$ cat config.mk
export PLATFORM = sky130hd
export DESIGN_NAME = host_addr_decoder
export DESIGN_NICKNAME = d
export VERILOG_FILES = /design/src/rtl/hdec_pkg.sv /design/src/rtl/hdec_region.sv /design/src/rtl/hdec_xlate.sv /design/src/rtl/hdec_winreg.sv /design/src/rtl/host_addr_decoder.sv
export SDC_FILE = /design/constraint.sdc
export NUM_CORES = 1
export LEC_CHECK = 0
export CAP_MARGIN = 20
export CORE_UTILIZATION = 50
export CTS_BUF_LIST = sky130_fd_sc_hd__clkbuf_4
export DETAILED_ROUTE_END_ITERATION = 8
export DONT_BUFFER_PORTS = 1
export HOLD_SLACK_MARGIN = 0.05
export PLACE_DENSITY = 0.68
export SLEW_MARGIN = 15
export SYNTH_ARGS = -nofsm -noshare
export SYNTH_HDL_FRONTEND = slang
export SYNTH_SLANG_ARGS = --single-unit
$ cat constraint.sdc
create_clock -name clk -period 2.2 [get_ports clk]
set_input_delay 0.33 -clock clk [delete_from_list [all_inputs] [get_ports clk]]
set_output_delay 0.33 -clock clk [all_outputs]
set_load 0.03 [all_outputs]
$ cat src/rtl/hdec_pkg.sv
package hdec_pkg;
    localparam int HADDR_W = 24;
    localparam int MADDR_W = 25;
    localparam int WIN_W   = 5;
    localparam int DATA_W  = 16;
    localparam int WIN_LOW_W = 20;

    localparam logic [HADDR_W-1:0] MAIN_LO = 24'h000008;
    localparam logic [HADDR_W-1:0] MAIN_HI = 24'h3FFFFF;
    localparam logic [HADDR_W-1:0] GAP_HI  = 24'h4FFFFF;
    localparam logic [HADDR_W-1:0] EXP_HI  = 24'hCFFFFF;
    localparam logic [HADDR_W-1:0] WIN_HI  = 24'hDFFFFF;
    localparam logic [HADDR_W-1:0] REG_ADR = 24'hF00200;
    localparam logic [MADDR_W-1:0] EXP_SHIFT = 25'h0100000;

    typedef enum logic [2:0] {
        RG_NONE,
        RG_MAIN,
        RG_GAP,
        RG_EXP,
        RG_WIN,
        RG_REG
    } region_e;

    typedef struct packed {
        logic                claim;
        logic                snoop;
        logic [MADDR_W-1:0]  maddr;
    } xlate_t;

    function automatic region_e classify(input logic [HADDR_W-1:0] a);
        if (a[HADDR_W-1:1] == REG_ADR[HADDR_W-1:1]) return RG_REG;
        if (a < MAIN_LO)  return RG_NONE;
        if (a <= MAIN_HI) return RG_MAIN;
        if (a <= GAP_HI)  return RG_GAP;
        if (a <= EXP_HI)  return RG_EXP;
        if (a <= WIN_HI)  return RG_WIN;
        return RG_NONE;
    endfunction
endpackage

$ cat src/rtl/hdec_region.sv
module hdec_region
    import hdec_pkg::*;
(
    input  logic [HADDR_W-1:0] addr,
    output region_e            region
);
    always_comb region = classify(addr);
endmodule

$ cat src/rtl/hdec_xlate.sv
module hdec_xlate
    import hdec_pkg::*;
(
    input  logic               cyc_valid,
    input  logic               rd_nwr,
    input  region_e            region,
    input  logic [HADDR_W-1:0] addr,
    input  logic [WIN_W-1:0]   win,
    output xlate_t             xo
);
    localparam int PAD_W = MADDR_W - HADDR_W;

    always_comb begin
        xo = '0;
        unique case (region)
            RG_MAIN: begin
                xo.snoop = cyc_valid && !rd_nwr;
                xo.maddr = {{PAD_W{1'b0}}, addr};
            end
            RG_EXP: begin
                xo.claim = cyc_valid;
                xo.maddr = {{PAD_W{1'b0}}, addr} - EXP_SHIFT;
            end
            RG_WIN: begin
                xo.claim = cyc_valid;
                xo.maddr = {win, addr[WIN_LOW_W-1:0]};
            end
            RG_REG: begin
                xo.claim = cyc_valid;
            end
            default: ;
        endcase
    end
endmodule

$ cat src/rtl/hdec_winreg.sv
module hdec_winreg
    import hdec_pkg::*;
(
    input  logic              clk,
    input  logic              rst,
    input  logic              sel,
    input  logic              rd_nwr,
    input  logic              lds_n,
    input  logic [DATA_W-1:0] wdata,
    output logic [WIN_W-1:0]  win_q,
    output logic [DATA_W-1:0] rdata
);
    always_ff @(posedge clk) begin
        if (rst)
            win_q <= '0;
        else if (sel && !rd_nwr && !lds_n)
            win_q <= wdata[WIN_W-1:0];
    end

    always_comb begin
        rdata = '0;
        if (sel && rd_nwr)
            rdata[WIN_W-1:0] = win_q;
    end
endmodule

$ cat src/rtl/host_addr_decoder.sv
module host_addr_decoder
    import hdec_pkg::*;
(
    input  logic               clk,
    input  logic               rst,
    input  logic               cyc_valid,
    input  logic [HADDR_W-1:0] addr,
    input  logic               rd_nwr,
    input  logic               uds_n,
    input  logic               lds_n,
    input  logic [DATA_W-1:0]  wdata,
    output logic               claim,
    output logic               snoop_wr,
    output logic [MADDR_W-1:0] mem_addr,
    output logic [DATA_W-1:0]  rdata
);
    region_e          region;
    xlate_t           xo;
    logic [WIN_W-1:0] win_q;
    logic             reg_sel;
    logic             upper_unused;

    assign upper_unused = uds_n;

    hdec_region u_region (.addr(addr), .region(region));

    assign reg_sel = cyc_valid && (region == RG_REG);

    hdec_winreg u_win (
        .clk(clk), .rst(rst), .sel(reg_sel), .rd_nwr(rd_nwr),
        .lds_n(lds_n), .wdata(wdata), .win_q(win_q), .rdata(rdata)
    );

    hdec_xlate u_xlate (
        .cyc_valid(cyc_valid), .rd_nwr(rd_nwr), .region(region),
        .addr(addr), .win(win_q), .xo(xo)
    );

    assign claim    = xo.claim;
    assign snoop_wr = xo.snoop;
    assign mem_addr = xo.maddr;
endmodule

==> impl_results.md <==
- Number of buffers added by the clock tree synthesis step: 3
- Number of DRC violations after detailed routing: 0
- Post-DP HPWL: 2400 um
- Path type of the worst setup path: primary input to primary output
- Min Clock Period, post-route: 2.42 ns
- Antenna viol nets, final: 0
- Number of non-filler instances in the completed layout: 187
- Highest ir drop seen on vdd: 0.435 mV
- Share of async-settable or async-resettable flops after synthesis: 0%
- Element type at the critical path start: primary input
- # IOs: 89
- RSZ-0062 raised after global routing: yes
- Diodes inserted: 0
- Iteration count of the initial detailed-routing pass: 4
- Proportion of synthesized chip area in sequential cells: 9.82%
- Critical path fanouts, max: 20
- Cell Rows: 15
- Routed WL: 3520 um
- Placed instance count: 178
- IO buf count: 0
- Cell at the root of the clock tree: sky130_fd_sc_hd__clkbuf_4
- Status: finished with violations
- Largest regs: u_win.win_q x5
- Initial Utilization: 56.0%
- Clock buffer depth: 2
- Synth unique cells: 44
- Global-route wire length before repair: 4800 um
- Violated checks: negative setup slack
- Arrival time at the worst endpoint: 2.09 ns
- Initial antenna violation count: 0
- GR Overflow Total: 0
- Number of flops mapped to enable cells by yosys: 0
- Layout area overhead: 56.2%
- Global router's overall resource usage: 30.0%
- Total area of sequential cells: 100 um^2
- Total count of hold-check failures in the final report: 0
- Number of synthesized register bits: 5
- DRT iter0 DRCs: 47
- Pleak: 0.000652 uW
- Instance area at placement: 1370 um^2
- Final Core Density: 87.5%
- Warnings, synthesis: 0
- Highest achievable clock rate: 413 MHz
- Largest net degree at the start of global routing: 21
- Die extent in y: 47.2 um
- Area inside the core boundary: 1820 um^2
- Syn Inst Count: 125
- Register with the highest flop count: u_win.win_q
- Share of layout cells above drive strength 1: 54.3%
- Type of the tightest min-delay check: primary input to register
- Worst clock skew: 0 ns
- Final Cell Area: 1590 um^2
- Summed instance area of the synthesized netlist: 1020 um^2
- Worst setup margin: -0.221 ns
- Post-route clock period utilization: 110%
- Total of endpoints with negative setup slack in the final report: 23
- WP data required: 1.87 ns
- TritonCTS clock tree: done
- Clock latency reported for the late side of the worst-skew pair: 0.24 ns
- Filler cell count: 92
- Max-cap violations: 0
- Nets: 212
- Max FFs per register: 5
- Clk sinks: 5
- Reg clk slew, reported paths: 0.05 ns
- Power density normalized to cell area: 381 nW/um^2
- H-tree levels: 1
- Final count of pins violating max slew: 0
- Worst setup EP type: primary output
- Die Span X: 47.2 um
- Average footprint of a synthesized cell: 8.16 um^2
- Via count of the first global-routing pass: 1126
- Total die area: 2220 um^2
- Area occupied by multi-input gates: 950 um^2
- Vias per std cell: 6.28
- Hold slack final: 0.153 ns
- Final GP Congestion: 0.799
- Final routed wire length divided by cell count: 18.8 um
- Most used flip-flop cell after synthesis: sky130_fd_sc_hd__dfxtp_1
- Routed via count: 1175
timing repair:
item                                    4_1_cts  5_1_grt
buffers inserted                              1        3
endpoints found under the setup margin       25       29
pin swaps                                     3       18
cloned                                        0        1
hold buffers                                  0        0
endpoints found under the hold margin         0        0
gates resized for setup                      24       14
logic make-up after synthesis:
| group | Yosys count | synth area share, % |
|---|---|---|
| other cells | 1 | 0.368 |
| compound gates | 34 | 28.8 |
| mux | 8 | 7.85 |
| buf+inv | 19 | 12.8 |
| flops | 5 | 9.82 |
| xor+xnor | 3 | 2.58 |
| simple gates | 52 | 34.1 |
| fa+ha+maj | 3 | 3.68 |
worst max-delay path, cell delays in order:
cell and delay, ns:
sky130_fd_sc_hd__nand4_1 0.15, sky130_fd_sc_hd__or3_1 0.45, sky130_fd_sc_hd__o21ai_1 0.41, sky130_fd_sc_hd__nand2_1 0.21, sky130_fd_sc_hd__buf_12 0.22, sky130_fd_sc_hd__a21boi_2 0.17
sky130_fd_sc_hd__buf_6 0.15
synth_stat cells (all sizes together) (3+ instances only):
cell	number	area share [%]
a21boi	20	18
a21oi	3	1.5
a22o	3	2.6
and4	7	6.0
buf	15	11
dfxtp	5	9.8
ha	3	3.7
mux2i	8	7.9
nand2	5	1.8
nand3	3	1.5
nand4	8	4.9
nor2	8	3.2
nor3	3	2.0
nor4	5	4.5
report_power, final:
| group | leakage [uW] | internal (uW) | switching [uW] |
|---|---|---|---|
| combinational | 0.000593 | 172 | 226 |
| sequential | 0.0000402 | 90.9 | 0.00000132 |
| clock | 0.0000184 | 80.8 | 37.1 |
| total | 0.000652 | 344 | 263 |
area by class of cell:
class,instances,area share [%]
sequential,5,6.28
tap,25,1.96
clock buffer,4,1.89
timing repair buffer,40,26.5
inverter,2,3.77
multi-input combinational,111,59.6
metrics by stage:
stage	TNS [ns]	total power [uW]	setup slack (ns)
floorplan	-2.29	366	-0.136
global placement	-2.06	420	-0.110
detailed placement	-2.70	428	-0.144
CTS	-2.33	575	-0.138
global route	-5.42	633	-0.262
finish	-4.34	607	-0.221
worst paths after layout:
path,depth (start not counted),slack [ns],to,startpoint
worst max register to register,2,1.55,u_win.win_q[1]$_SDFFE_PP0P_,u_win.win_q[1]$_SDFFE_PP0P_
worst min-delay path,1,0.15,u_win.win_q[1]$_SDFFE_PP0P_,rst
worst min register to register,2,0.52,u_win.win_q[4]$_SDFFE_PP0P_,u_win.win_q[4]$_SDFFE_PP0P_
worst max-delay path,7,-0.22,mem_addr[15],addr[7]
layout by cell type (no fill, tap or decap), drive strengths merged, types with 3 or more instances in the layout:
| master | count |
|---|---|
| a21boi | 20 |
| a21oi | 3 |
| a22o | 3 |
| and4 | 7 |
| buf | 39 |
| clkbuf | 5 |
| conb | 11 |
| dfxtp | 5 |
| ha | 3 |
| mux2i | 8 |
| nand2 | 5 |
| nand3 | 3 |
| nand4 | 8 |
| nor2 | 8 |
| nor3 | 3 |
| nor4 | 5 |
routing by layer:
metal | global-route usage [%] | vias up | wire [um]
met2 | 55.6 | 78 | 1860
met1 | 32.3 | 556 | 1300
li1 | - | 532 | -
met4 | 13.7 | 0 | 81
met5 | 0 | - | 0
met3 | 6.54 | 9 | 276
(Power assumes the default switching activity.)
